File: src/rtl/prio_irq_pkg.sv
// Package: shared level type and vector offset arithmetic for the
// priority-level interrupt controller. Assumes 8-bit vector offsets.
package prio_irq_pkg;
    localparam int LVL_W = 3;
    typedef logic [LVL_W-1:0] lvl_t;

    // Offset byte used when the acknowledged request has vanished
    localparam logic [7:0] SPUR_OFS = 8'h10;

    // Source 0 sits at the top offset, each next source two bytes lower
    function automatic logic [7:0] vec_ofs(input int idx);
        return 8'(8'hFE - 2 * idx);
    endfunction
endpackage

File: src/rtl/irq_cfg_regs.sv
// Configuration registers: one priority level per source plus the vector
// base byte. Write-only, one write per cycle, synchronous active-low reset.
// Assumes NUM_SRC fits in AW bits with one spare code for the base.
module irq_cfg_regs
    import prio_irq_pkg::*;
#(
    parameter int NUM_SRC = 8,
    parameter int AW      = $clog2(NUM_SRC + 1)
) (
    input  logic                          clk,
    input  logic                          rst_n,
    input  logic                          we,
    input  logic [AW-1:0]                 addr,
    input  logic [7:0]                    wdata,
    output logic [NUM_SRC-1:0][LVL_W-1:0] lvls,
    output logic [7:0]                    vbase
);
    logic [LVL_W-1:0] lvl_q [NUM_SRC];

    for (genvar g = 0; g < NUM_SRC; g++) begin : g_lvl
        // Holds the level of source g; a write to address g replaces it
        always_ff @(posedge clk) begin
            if (!rst_n)
                lvl_q[g] <= LVL_W'(1);
            else if (we && addr == AW'(g))
                lvl_q[g] <= wdata[LVL_W-1:0];
        end
        assign lvls[g] = lvl_q[g];
    end

    // Holds the vector base byte; written at the address after the last source
    always_ff @(posedge clk) begin
        if (!rst_n)
            vbase <= 8'hFF;
        else if (we && addr == AW'(NUM_SRC))
            vbase <= wdata;
    end
endmodule

File: src/rtl/irq_arbiter.sv
// Arbiter: marks eligible sources and picks the one with the highest level,
// lowest index on ties. Purely combinational. Assumes NUM_SRC >= 2.
module irq_arbiter
    import prio_irq_pkg::*;
#(
    parameter int NUM_SRC = 8,
    parameter int IW      = $clog2(NUM_SRC)
) (
    input  logic [NUM_SRC-1:0]            req,
    input  logic [NUM_SRC-1:0]            en,
    input  logic [NUM_SRC-1:0][LVL_W-1:0] lvls,
    input  lvl_t                          cur,
    input  logic                          mask,
    output logic                          any,
    output logic [IW-1:0]                 win_idx,
    output lvl_t                          win_lvl
);
    // Scans from the highest index down so an equal level at a lower index replaces the pick
    always_comb begin
        any     = 1'b0;
        win_idx = '0;
        win_lvl = '0;
        for (int i = NUM_SRC - 1; i >= 0; i--) begin
            if (req[i] && en[i] && !mask && lvls[i] > cur &&
                (!any || lvls[i] >= win_lvl)) begin
                any     = 1'b1;
                win_idx = IW'(i);
                win_lvl = lvls[i];
            end
        end
    end
endmodule

File: src/rtl/irq_ctx.sv
// Context keeper: working level, global mask bit, saved-level stack and the
// sticky stack error. Commands are prioritised ack > rti > cli > sei.
// Assumes the caller reports whether an acknowledge found a real winner.
module irq_ctx
    import prio_irq_pkg::*;
#(
    parameter int DEPTH = 8,
    parameter int PW    = $clog2(DEPTH + 1),
    parameter int SW    = $clog2(DEPTH)
) (
    input  logic clk,
    input  logic rst_n,
    input  logic ack,
    input  logic ack_hit,
    input  lvl_t ack_lvl,
    input  logic rti,
    input  logic cli,
    input  logic sei,
    output lvl_t wlvl,
    output logic mask,
    output logic err
);
    lvl_t          stk [DEPTH];
    logic [PW-1:0] sp;
    logic          full, empty;
    logic [SW-1:0] top_idx;

    assign full    = (sp == PW'(DEPTH));
    assign empty   = (sp == '0);
    assign top_idx = SW'(sp - 1'b1);

    // Stores the working level into the next free slot on an accepted ack
    always_ff @(posedge clk) begin
        if (ack && !full)
            stk[sp[SW-1:0]] <= wlvl;
    end

    // Updates pointer, level, mask and error for the single winning command
    always_ff @(posedge clk) begin
        if (!rst_n) begin
            sp   <= '0;
            wlvl <= '0;
            mask <= 1'b1;
            err  <= 1'b0;
        end else if (ack) begin
            if (full) begin
                err <= 1'b1;
            end else begin
                sp   <= sp + 1'b1;
                mask <= 1'b1;
                if (ack_hit)
                    wlvl <= ack_lvl;
            end
        end else if (rti) begin
            if (empty) begin
                err <= 1'b1;
            end else begin
                sp   <= sp - 1'b1;
                wlvl <= stk[top_idx];
                mask <= 1'b0;
            end
        end else if (cli) begin
            mask <= 1'b0;
        end else if (sei) begin
            mask <= 1'b1;
        end
    end

    AST_PUSH_MASKS: assert property (@(posedge clk) disable iff (!rst_n)
        (ack && sp != PW'(DEPTH)) |=> mask);
    AST_POP_UNMASKS: assert property (@(posedge clk) disable iff (!rst_n)
        (!ack && rti && sp != '0) |=> !mask);
    AST_SPUR_KEEPS_LVL: assert property (@(posedge clk) disable iff (!rst_n)
        (ack && !ack_hit && sp != PW'(DEPTH)) |=> (wlvl == $past(wlvl)));
    AST_ERR_STICKY: assert property (@(posedge clk) disable iff (!rst_n)
        err |=> err);
    AST_NO_OVERFLOW: assert property (@(posedge clk) disable iff (!rst_n)
        (ack && sp == PW'(DEPTH)) |=> ($stable(sp) && err));
endmodule

File: src/rtl/prio_irq_ctrl.sv
// Top: nested priority-level interrupt controller. Combines configuration
// registers, arbiter and context keeper; registers the request to the CPU
// and forms the vector address. Assumes requests are level-held by sources.
module prio_irq_ctrl
    import prio_irq_pkg::*;
#(
    parameter int NUM_SRC   = 8,
    parameter int STK_DEPTH = 8,
    parameter int AW        = $clog2(NUM_SRC + 1),
    parameter int IW        = $clog2(NUM_SRC)
) (
    input  logic               clk,
    input  logic               rst_n,
    input  logic [NUM_SRC-1:0] irq_req,
    input  logic [NUM_SRC-1:0] irq_en,
    input  logic               cfg_we,
    input  logic [AW-1:0]      cfg_addr,
    input  logic [7:0]         cfg_wdata,
    input  logic               cpu_ack,
    input  logic               cpu_rti,
    input  logic               cpu_cli,
    input  logic               cpu_sei,
    output logic               irq_out,
    output logic [15:0]        irq_vec,
    output logic [2:0]         cur_lvl,
    output logic               gmask,
    output logic [15:0]        stat_word,
    output logic               stk_err
);
    logic [NUM_SRC-1:0][LVL_W-1:0] lvls;
    logic [7:0]                    vbase;
    logic                          irq_any;
    logic [IW-1:0]                 win_idx;
    lvl_t                          win_lvl;
    lvl_t                          wlvl;

    irq_cfg_regs #(.NUM_SRC(NUM_SRC), .AW(AW)) u_cfg (
        .clk   (clk),
        .rst_n (rst_n),
        .we    (cfg_we),
        .addr  (cfg_addr),
        .wdata (cfg_wdata),
        .lvls  (lvls),
        .vbase (vbase)
    );

    irq_arbiter #(.NUM_SRC(NUM_SRC), .IW(IW)) u_arb (
        .req     (irq_req),
        .en      (irq_en),
        .lvls    (lvls),
        .cur     (wlvl),
        .mask    (gmask),
        .any     (irq_any),
        .win_idx (win_idx),
        .win_lvl (win_lvl)
    );

    irq_ctx #(.DEPTH(STK_DEPTH)) u_ctx (
        .clk     (clk),
        .rst_n   (rst_n),
        .ack     (cpu_ack),
        .ack_hit (irq_any),
        .ack_lvl (win_lvl),
        .rti     (cpu_rti),
        .cli     (cpu_cli),
        .sei     (cpu_sei),
        .wlvl    (wlvl),
        .mask    (gmask),
        .err     (stk_err)
    );

    // Registers the any-eligible indication toward the CPU
    always_ff @(posedge clk) begin
        if (!rst_n)
            irq_out <= 1'b0;
        else
            irq_out <= irq_any;
    end

    // Forms the vector from the base byte and the winner or spurious offset
    always_comb begin
        irq_vec = {vbase, irq_any ? vec_ofs(int'(win_idx)) : SPUR_OFS};
    end

    assign cur_lvl   = wlvl;
    assign stat_word = {5'b0, wlvl, 3'b0, gmask, 4'b0};

    AST_WIN_ABOVE: assert property (@(posedge clk) disable iff (!rst_n)
        irq_any |-> (win_lvl > cur_lvl));
    AST_NO_ZERO_LVL: assert property (@(posedge clk) disable iff (!rst_n)
        irq_any |-> (win_lvl != '0));
    AST_MASK_BLOCKS: assert property (@(posedge clk) disable iff (!rst_n)
        gmask |-> !irq_any);
    AST_ACK_RAISES: assert property (@(posedge clk) disable iff (!rst_n)
        (cpu_ack && irq_any && !stk_err) |=> (stk_err || cur_lvl > $past(cur_lvl)));
endmodule

File: config.mk
export PLATFORM = sky130hd
export DESIGN_NAME = prio_irq_ctrl
export DESIGN_NICKNAME = d
export VERILOG_FILES = /design/src/rtl/prio_irq_pkg.sv /design/src/rtl/irq_cfg_regs.sv /design/src/rtl/irq_arbiter.sv /design/src/rtl/irq_ctx.sv /design/src/rtl/prio_irq_ctrl.sv
export SDC_FILE = /design/constraint.sdc
export NUM_CORES = 1
export LEC_CHECK = 0
export ABC_AREA = 1
export BUFFER_PORTS_ARGS = -buffer_cell sky130_fd_sc_hd__buf_2
export CAP_MARGIN = 25
export CORE_UTILIZATION = 30
export CTS_CLUSTER_DIAMETER = 100
export DETAILED_ROUTE_END_ITERATION = 8
export HOLD_SLACK_MARGIN = 0.03
export PLACE_DENSITY = 0.59
export SYNTH_ARGS = -nofsm -noshare
export SYNTH_HDL_FRONTEND = slang
export SYNTH_SLANG_ARGS = --single-unit
File: constraint.sdc
create_clock -name clk -period 11 [get_ports clk]
set_clock_uncertainty 0.2 [all_clocks]
set_input_delay 0 -clock clk [delete_from_list [all_inputs] [get_ports clk]]
set_output_delay 0 -clock clk [all_outputs]
set_load 0.02 [all_outputs]
## Yosys cells after proc, flatten, opt, wreduce, memory -nomap -nowiden

Memories as Yosys holds them, arrays and structs flattened.
Cells that the tools add are included.

- Order comparisons: 15
- Multiplexer cells: 79
- Reductions and logical operators: 66
- Add/sub/neg operators: 3
- Bitwise gates (word level): 8
- Equal/unequal tests: 14

Operators with widths:

| cell | count |
|---|---|
| 3-bit two-way mux | 29 |
| 1-bit two-way mux | 45 |
| 1-bit logical AND | 41 |
| 3-bit > comparator | 8 |
| 3-bit >= comparator | 7 |
| 4-bit by 3-bit == test with 1-bit output (second input constant) | 4 |
| 4-bit two-way mux | 4 |
| 1-bit logical NOT | 9 |
| 3-bit AND reduction | 3 |
| 4-bit by 2-bit == test with 1-bit output (second input constant) | 2 |
| 4-bit == test (second input constant) | 2 |
| 4-bit logical NOT | 2 |
| 8-bit two-way mux | 1 |
| 1-bit OR | 8 |
| 8-bit by 4-bit subtractor with 8-bit output (first input constant) | 1 |
| 1-bit logical OR | 7 |
| 4-bit by 1-bit adder with 4-bit output (second input constant) | 1 |
| 4-bit by 1-bit == test with 1-bit output (second input constant) | 1 |
| 2-bit by 1-bit != test with 1-bit output (second input constant) | 2 |
| 2-bit != test (second input constant) | 2 |
| 4-bit AND reduction | 1 |
| 2-bit nonzero test | 2 |
| 4-bit nonzero test | 1 |
| 4-bit by 1-bit subtractor with 4-bit output (second input constant) | 1 |
| 3-bit != test (second input constant) | 1 |

- Input port bits: 35
- Memories: 2
- Flip-flop bits (word level): 18
- RAM bits: 48
- Logic and storage cells: 193

Memory list:

| name | depth | bits a word | read ports | clocked after memory_dff | write ports | line | RTL |
|---|---|---|---|---|---|---|---|
| u_cfg.lvl_q | 8 | 3 | 8 | 0 | 8 | irq_cfg_regs.sv:18 | `logic [LVL_W-1:0] lvl_q [NUM_SRC];` |
| u_ctx.stk | 8 | 3 | 1 | 0 | 1 | irq_ctx.sv:23 | `lvl_t stk [DEPTH];` |

## Depth between registers and ports, before layout

Gate-level depths: netlist of run 1.

- Word-level depth: 35
- Gate-level depth with buffers: 75
- Mapped depth without buffers: 75

## Cells and area by module

From an unflattened synthesis of run 1, not the netlist that was laid out.

- Cell total of the unflattened synthesis: 599
- Area, all modules: 4845.9 um^2

Modules (own cells, without submodules):

| module | sequential area each (um^2) | times used | cells each | area an instance (um^2) |
|---|---|---|---|---|
| irq_arbiter | 0.0 | 1 | 275 | 1657.8 |
| irq_ctx | 900.9 | 1 | 167 | 1595.3 |
| irq_cfg_regs | 880.8 | 1 | 127 | 1377.6 |
| prio_irq_ctrl | 20.0 | 1 | 30 | 215.2 |

## Least setup slack after synthesis of run 1

No wires, ideal clock.

- Path type: register to register
- Start point: register u_ctx.wlvl[2]
- End point: register u_ctx.wlvl[0]
- Period minus slack after synthesis: 8507 ps
- Buffers on the path: 0
- Path slack: 2493 ps
- Cell stages (with the launch flop): 66
- Arrival: 8240 ps
- Cells stage by stage: dfxtp_1 inv_1 ha_1 nand2_1 nor2_1 nor2_1 nor2_2 nand2_1 ha_1 and3_1 nor2_1 nand2_1 nand2_1 nand2_1 and2_1 ha_1 and3_1 nor2_1 [30 not listed] o21ai_0 nand2_1 a21oi_1 nand2_1 nand2_1 inv_1 nand2_1 nand2_1 ha_1 o21ai_0 nand2_1 a21oi_1 nand2_2 nand2_4 o21ai_1 inv_1 nand2_1 a21oi_2

- Longest elaborated chain between the ends: 34
- Elaborated cells on any way between the ends: 65
- Those cells by class: order compare (15); eq/ne (1); mux (19); reduce/logical (30)

RTL lines:

| element | line | RTL |
|---|---|---|
| start: declaration | irq_ctx.sv:19 | `output lvl_t wlvl,` |
| start signal: assignment | irq_ctx.sv:52 | `wlvl <= ack_lvl;` |
| start signal: assignment | irq_ctx.sv:59 | `wlvl <= stk[top_idx];` |
| 3-bit > comparator | irq_arbiter.sv:24 | `if (req[i] && en[i] && !mask && lvls[i] > cur &&` |
| 1-bit logical AND | irq_arbiter.sv:24 |  |
| 3-bit two-way mux or 1-bit two-way mux (tied branches) | irq_arbiter.sv:24 |  |
| 3-bit >= comparator or 1-bit logical NOT (tied branches) | irq_arbiter.sv:25 | `(!any \|\| lvls[i] >= win_lvl)) begin` |
| 1-bit logical OR | irq_arbiter.sv:25 |  |
| 1-bit logical AND | irq_arbiter.sv:24 |  |
| 3-bit two-way mux or 1-bit two-way mux (tied branches) | irq_arbiter.sv:24 |  |
| 3-bit >= comparator or 1-bit logical NOT (tied branches) | irq_arbiter.sv:25 |  |
| [18 not listed] | n/a |  |
| 3-bit two-way mux or 1-bit two-way mux (tied branches) | irq_arbiter.sv:24 |  |
| 3-bit >= comparator or 1-bit logical NOT (tied branches) | irq_arbiter.sv:25 |  |
| 1-bit logical OR | irq_arbiter.sv:25 |  |
| 1-bit logical AND | irq_arbiter.sv:24 |  |
| 3-bit two-way mux | irq_arbiter.sv:24 |  |
| 3-bit two-way mux | irq_ctx.sv:51 | `if (ack_hit)` |
| 3-bit two-way mux | irq_ctx.sv:46 | `if (full) begin` |
| 3-bit two-way mux | irq_ctx.sv:45 | `end else if (ack) begin` |

Parallel ways exist; a longest one is shown, timed or not. The select of a mux whose other input is x is not followed.
A chain may end at the register's enable or synchronous reset.

## Worst setup path in the final report of run 1

- Start point: register u_ctx.wlvl[1]
- End point: output irq_vec[2]

- Longest elaborated chain between the ends: 33
- Elaborated cells on any way between the ends: 69
- Those cells by class: add/sub (1); order compare (15); mux (24); reduce/logical (29)

RTL lines:

| element | line | RTL |
|---|---|---|
| 3-bit > comparator | irq_arbiter.sv:24 |  |
| 1-bit logical AND | irq_arbiter.sv:24 |  |
| 3-bit two-way mux or 1-bit two-way mux (tied branches) | irq_arbiter.sv:24 |  |
| 3-bit >= comparator or 1-bit logical NOT (tied branches) | irq_arbiter.sv:25 |  |
| 1-bit logical OR | irq_arbiter.sv:25 |  |
| 1-bit logical AND | irq_arbiter.sv:24 |  |
| 3-bit two-way mux or 1-bit two-way mux (tied branches) | irq_arbiter.sv:24 |  |
| 3-bit >= comparator or 1-bit logical NOT (tied branches) | irq_arbiter.sv:25 |  |
| [17 not listed] | n/a |  |
| 1-bit logical AND | irq_arbiter.sv:24 |  |
| 3-bit two-way mux or 1-bit two-way mux (tied branches) | irq_arbiter.sv:24 |  |
| 3-bit >= comparator or 1-bit logical NOT (tied branches) | irq_arbiter.sv:25 |  |
| 1-bit logical OR | irq_arbiter.sv:25 |  |
| 1-bit logical AND | irq_arbiter.sv:24 |  |
| 3-bit two-way mux | irq_arbiter.sv:24 |  |
| 8-bit by 4-bit subtractor with 8-bit output | prio_irq_pkg.sv:12 | `return 8'(8'hFE - 2 * idx);` |
| 8-bit two-way mux * | prio_irq_ctrl.sv:82 | `irq_vec = {vbase, irq_any ? vec_ofs(int'(win_idx)) : SPUR_OFS};` |
| end: declaration | prio_irq_ctrl.sv:24 | `output logic [15:0] irq_vec,` |

Mark *: on every way between the ends. The rest lies on a longest branch, timed or not.

==> metrics.md, run 1 <==
| Metric | Value |
|---|---|
| Synth unique cells | 38 |
| Rows | 44 |
| PD cells | 156.5 nW/um^2 |
| Post-synthesis register bit count | 66 |
| Setup crit start kind | register |
| Maximum VDD drop | 0.08916 mV |
| Worst r2r path cells | 67 |
| Total iterations of the first detailed-routing run | 4 |
| Synthesized area | 4599 sq um |
| Most used cell along the critical path | nand2_1 |
| Crit end category | output pin |
| WHS Endpoint | irq_out |
| GRT Total Usage | 0.1503 |
| GP Congestion | 0.9313 |
| Flop2flop setup slack | 1350 ps |
| Synthesized instance count | 581 |
| Antenna violations before repair | 0 |
| Remaining antenna violation count | 0 |
| Worst skew pair latency | 330 ps |
| Via Count | 3977 |
| WHS | 86.70 ps |
| I/O Buffers | 58 |
| ANT cells | 0 |
| Endpoints failing hold | 0 |
| Leakage | 2.583 nW |
| Top Ports | 73 |
| Part of the cycle the worst path needs | 0.9054 |
| Vias in the first global route | 3759 |
| Largest net degree at the start of global routing | 26 |
| H-tree depth | 3 |
| Slowest CP cell | dfxtp_1 |
| Layout area overhead | 21.03% |
| Area contributors post-synth | edfxtp_1 31%, ha_1 13%, nand2_1 9.5% |
| Clock root cell | clkbuf_16 |
| Top cells by count, synth | 116 x nand2_1, 76 x inv_1, 75 x nor2_1, 48 x edfxtp_1, 48 x ha_1 |
| Fmax | 100.4 MHz |
| Async SR Flop Fraction | 0 |
| RSZ-0062 raised after global routing | no |
| Max Cap Viol | 0 |
| CORE AREA | 14750 sq um |
| CP max FO | 12 |
| Clock transition at path regs | 50 ps |
| Number of flops mapped to enable cells by yosys | 48 |
| Max incr delay on CP | 610 ps |
| Ratio of cells with drive above 1 in the final layout | 0.1433 |
| Wirelength per Cell | 13.23 um |
| Hold Crit Class | input port to register |
| # DRC | 0 |
| Inserted Clock Buffers | 9 |
| Vias per std cell | 4.657 |
| RR Startpoint | u_ctx.wlvl[1] |
| Setup TNS | 0 ps |
| Status | complete, no violations |
| NumNets Final | 748 |
| Final wirelength | 11300 um |
| CP Data Required Time | 10800 ps |
| Full die area | 15830 sq um |
| Total global routing overflow | 0 |
| Top-area cell type share of the netlist area | 0.3134 |
| Starting density of the core | 0.3117 |
| Crit path time final | 9959 ps |
| Arrival time worst endpoint | 9760 ps |
| Count leader, synth | nand2_1 |
| Reg-to-reg endpoint | u_ctx.wlvl[2] |
| DR iter-0 viols | 279 |
| Synth warn | 0 |
| Final setup vio count | 0 |
| Synth Flop Type | edfxtp_1 |
| CTS sink count | 66 |
| Post_cts resized | 0 |
| Yosys top cell by area | edfxtp_1 |
| Worst-margin pin slew | 603.6 ps |
| CTS tree | done |
| Clk buf depth | 2 |
| First-pass GRT wire length | 18730 um |
| Die W | 125.8 um |
| Max-slew headroom | 0.5970 |
| WS Path Type | register to output pin |
| Fill cells | 1536 |
| Final Slew Violations | 0 |
| Worst Hold Launch | irq_req[0] |
| Sequential share of the synthesized area | 0.3917 |
| DIE HEIGHT | 125.8 um |
| Syn_area_per_cell | 7.916 sq um |
| WHS Path Cells | 5 |
| DP HPWL | 8411 um |
[sequential cells by signal, indices dropped and copies added (netlist names)]
register and flops:
u_ctx.stk 24, u_cfg.lvl_q 24, irq_out 1, u_ctx.err 1
u_ctx.wlvl 3, u_ctx.sp 4, u_ctx.mask 1, u_cfg.vbase 8
[metrics by stage]
step                      setup slack (ps)  total power, mW  std cells    util  cell area [sq um]
final                                 1041           0.8714        854  0.3773               5567
after global routing                 171.7           0.9334        854  0.3773               5567
after CTS                             1119           0.8755        854  0.3773               5567
after detailed placement              1494           0.6069        807  0.3377               4982
after global placement                1596           0.6074        807  0.3377               4982
after floorplan                       2493           0.5347        593       -               4644
[layout make-up]
type	instances	area, sq um	area share
clock buffer	13	260.3	0.04675
clock inverter	3	13.76	0.002472
inverter	82	310.3	0.05574
multi-input combinational	416	2342	0.4208
sequential	66	1802	0.3237
tap	184	230.2	0.04136
timing repair buffer	90	608.1	0.1092
[worst max-delay path: cells and delay by family (launching register included)]
kind                     cells  cell delay, ps
adder cells (fa/ha/maj)      8            2230
flip-flops                   1             610
AO/OA/AOI/OAI               12            1580
AND/OR/NAND/NOR             41            4160
buffers and inverters        6             810
[per-layer routing]
layer,global-route usage,part of all wire
met3,0.02421,0.039
met4,0.05174,0.019
met5,0,0
met2,0.2435,0.45
met1,0.2032,0.49
[cells in the final DEF, fill, tap and decap left out, types with 2 or more instances in the layout]
cell           count
conb_1            14
clkinv_1           5
nand3_2            4
inv_1             76
nand3_1           42
nor2_4             2
clkbuf_8           2
o21ai_0           32
nand2_1          116
and3_1             2
a21oi_2            4
ha_1              48
clkinv_2           2
nand3b_1           3
a31oi_1            3
o21ai_1            6
nor2_1            75
clkbuf_16          9
nor3_1             7
a211oi_1           3
o22ai_1            3
nand2_4            2
buf_2             58
xnor2_1            2
nand2_2            5
dfxtp_1           18
edfxtp_1          48
nor2_2             2
dlygate4sd3_1     31
o211ai_1           4
clkbuf_1           2
nand4_1            3
a21oi_1           20
and2_1             9
[how the worst max path moves through the flow]
| stage | startpoint | endpoint | slack [ps] | cells after the start |
|---|---|---|---|---|
| finish | u_ctx.wlvl[1] | irq_vec[2] | 1040 | 67 |
| global route | u_ctx.wlvl[1] | irq_vec[2] | 170 | 68 |
| CTS | u_ctx.wlvl[1] | irq_vec[2] | 1120 | 67 |
| detailed placement | u_ctx.wlvl[1] | u_ctx.wlvl[1] | 1490 | 67 |
| global placement | u_ctx.wlvl[1] | u_ctx.wlvl[1] | 1600 | 66 |
| floorplan | u_ctx.wlvl[2] | u_ctx.wlvl[0] | 2490 | 65 |
[report_power, final]
group / leakage (nW) / internal, mW / total (mW) / switching [mW]
Clock: 0.137 / 0.163 / 0.260 / 0.0972
Combinational: 1.84 / 0.106 / 0.293 / 0.187
Sequential: 0.604 / 0.295 / 0.318 / 0.0236
[kinds of logic (layout without fill, tap and decap cells)]
logic type | count (synthesis) | count (layout) | synth area share
flip-flops | 66 | 66 | 0.3917
buffers and inverters | 111 | 188 | 0.1088
other | 2 | 14 | 0.001633
XOR/XNOR | 2 | 2 | 0.003809
adder cells (fa/ha/maj) | 48 | 48 | 0.1306
AO/OA/AOI/OAI | 77 | 77 | 0.09521
AND/OR/NAND/NOR | 275 | 275 | 0.2682
[timing repair]
action | 4_1_cts | 5_1_grt
endpoints found under the hold margin | 44 | 0
hold buffers | 31 | 0
buffers inserted | 0 | 0
setup endpoints to repair | 0 | 0
Power figures use the tool's default switching activity.
==> run 2, diff against run 1 <==
==> constraint.sdc (replaced) <==
create_clock -name clk -period 12.2 [get_ports clk]
set_clock_uncertainty 0.2 [all_clocks]
set_input_delay 0 -clock clk [delete_from_list [all_inputs] [get_ports clk]]
set_output_delay 0 -clock clk [all_outputs]
set_load 0.02 [all_outputs]
==> run 2 against run 1 <==
Register-to-register slack better by 1200 ps. Sequential power is 9.7% lower. Sequential cell count unchanged. Hold slack worse by 3.3 ps. Total power shrank 11%. Clock power fell by 13%. Final area down 0.31%. Largest cell class unchanged.
==> metrics.md, run 2 (synthesized netlist as in run 1, its figures left out) <==
| Metric | Value |
|---|---|
| PD cells | 139.4 nW/um^2 (-11%) |
| WHS Path Cells | 5 (unchanged) |
| # DRC | 0 (unchanged) |
| Fmax | 100.2 MHz |
| Die W | 125.8 um (unchanged) |
| CTS tree | done |
| NumNets Final | 748 (unchanged) |
| WHS Endpoint | irq_out |
| CP Data Required Time | 12000 ps (+1200 ps) |
| Commonest non-fill, non-tap cell in the layout | nand2_1 |
| Post_cts resized | 0 (unchanged) |
| Total global routing overflow | 0 (unchanged) |
| DIE HEIGHT | 125.8 um (unchanged) |
| Commonest non-fill, non-tap cells in the layout | 116 x nand2_1, 76 x inv_1, 75 x nor2_1 |
| Part of the cycle the worst path needs | 0.8182 |
| Final instance area | 5549 sq um (-0.31%) |
| Final Slew Violations | 0 (unchanged) |
| Top Ports | 73 (unchanged) |
| Arrival time worst endpoint | 9780 ps (+20 ps) |
| Worst skew pair latency | 340 ps (about the same) |
| Full die area | 15830 sq um (unchanged) |
| GRT Total Usage | 0.1492 (-0.001092) |
| Final setup vio count | 0 (unchanged) |
| GP Congestion | 0.8440 (-9.4%) |
| Starting density of the core | 0.3117 (unchanged) |
| CTS sink count | 66 (unchanged) |
| Worst-margin pin slew | 585.5 ps (-18.09 ps) |
| Clock Power Share | 0.291 (-0.008) |
| Rows | 44 (unchanged) |
| Inserted Clock Buffers | 9 (unchanged) |
| First-pass GRT wire length | 18510 um (-1.1%) |
| Setup crit start kind | register |
| Status | complete, no violations |
| Hold Crit Class | input port to register |
| DP HPWL | 8281 um (-1.5%) |
| Ratio of cells with drive above 1 in the final layout | 0.1433 (unchanged) |
| Vias per std cell | 4.631 (-0.55%) |
| WS Path Type | register to output pin |
| Setup TNS | 0 ps (unchanged) |
| Flop2flop setup slack | 2520 ps (+1170 ps) |
| Switching Share | 0.3578 (+0.004631) |
| Antenna violations before repair | 0 (unchanged) |
| Final wirelength | 11230 um (-0.59%) |
| DR iter-0 viols | 213 (-24%) |
| Clock transition at path regs | 50 ps (about the same) |
| Maximum VDD drop | 0.08951 mV (+0.39%) |
| Crit path time final | 9982 ps |
| Remaining antenna violation count | 0 (unchanged) |
| Post-layout util | 0.3761 (-0.001188) |
| Logic pwr share | 0.338 (+0.002) |
| I/O Buffers | 58 (unchanged) |
| Leakage | 2.579 nW (-0.17%) |
| Largest net degree at the start of global routing | 26 (unchanged) |
| P_sw | 0.2768 mW (-10%) |
| Max Cap Viol | 0 (unchanged) |
| Placement Cell Area | 4982 sq um (unchanged) |
| Most used cell along the critical path | nand2_1 |
| RSZ-0062 raised after global routing | no |
| Layout area overhead | 20.65% |
| CP max FO | 12 (unchanged) |
| Wirelength per Cell | 13.15 um (-0.59%) |
| Slowest CP cell | dfxtp_1 |
| Clk buf depth | 2 (unchanged) |
| Flop pwr share | 0.371 (+0.006) |
| Endpoints failing hold | 0 (unchanged) |
| Clock root cell | clkbuf_16 |
| Via Count | 3955 (-0.55%) |
| Worst Hold Launch | irq_req[0] |
| RR Startpoint | u_ctx.wlvl[1] |
| ANT cells | 0 (unchanged) |
| CORE AREA | 14750 sq um (unchanged) |
| Max-slew headroom | 0.6091 (+0.01207) |
| Internal power | 0.4968 mW (-12%) |
| Reg-to-reg endpoint | u_ctx.wlvl[2] |
| Crit end category | output pin |
| Max incr delay on CP | 600 ps (about the same) |
| Vias in the first global route | 3775 (+0.43%) |
| Total iterations of the first detailed-routing run | 5 (+1) |
| H-tree depth | 3 (unchanged) |
| Worst r2r path cells | 67 (unchanged) |
-- run 2: final cells by class --
cell class | instances | area (sq um)
inverters | 82 | 310.3
repair buffers | 90 | 608.1
flip-flops and latches | 66 | 1802
clock inverters | 4 | 20.02
clock buffers | 12 | 236.5
fillers | 1543 | 9205
well taps | 184 | 230.2
multi-input cells | 416 | 2342
-- run 2: through the flow --
step	setup WS, ps	cells	total power [mW]	hold slack [ps]
4_1_cts	2239	854	0.7810	101.1
5_1_grt	1411	854	0.8297	125.9
6_report	2218	854	0.7736	83.38
3_5_place_dp	2614	807	0.5460	6.059
2_1_floorplan	3693	593	0.4821	-86.78
3_3_place_gp	2767	807	0.5465	4.639
-- run 2: power by group through the flow --
stage / combinational [mW] / sequential (mW) / clock, mW
final: 0.262 / 0.287 / 0.225
after global routing: 0.301 / 0.289 / 0.239
after CTS: 0.263 / 0.287 / 0.231
after detailed placement: 0.255 / 0.291 / 0
after global placement: 0.255 / 0.292 / 0
after floorplan: 0.193 / 0.289 / 0
-- run 2: worst max-delay path: cells and delay by family, from the launching register on --
family / cells / cell delay [ps]
flops: 1 / 600
fa+ha+maj: 8 / 2270
compound gates: 12 / 1620
buf+inv: 6 / 810
simple gates: 41 / 4140
-- run 2: routing by layer --
| metal | global-route usage | vias to the layer above | wire length, um |
|---|---|---|---|
| li1 | - | 2062 | - |
| met1 | 0.1997 | 1774 | 5425 |
| met2 | 0.2343 | 100 | 5035 |
| met3 | 0.02124 | 19 | 425 |
| met4 | 0.07796 | 0 | 346 |
| met5 | 0 | - | 0 |
-- run 2: timing repair --
item | in CTS | in global routing
setup buffers | 0 | 0
hold buffers | 31 | 0
endpoints found under the hold margin | 47 | 0
endpoints found under the setup margin | 0 | 0
-- run 2: worst max-delay path by stage --
stage                          to           from  cells after the start
floorplan           u_ctx.wlvl[0]  u_ctx.wlvl[2]                     65
global placement    u_ctx.wlvl[2]  u_ctx.wlvl[1]                     66
detailed placement  u_ctx.wlvl[2]  u_ctx.wlvl[1]                     66
CTS                    irq_vec[2]  u_ctx.wlvl[1]                     66
global route           irq_vec[2]  u_ctx.wlvl[2]                     68
finish                 irq_vec[2]  u_ctx.wlvl[1]                     67
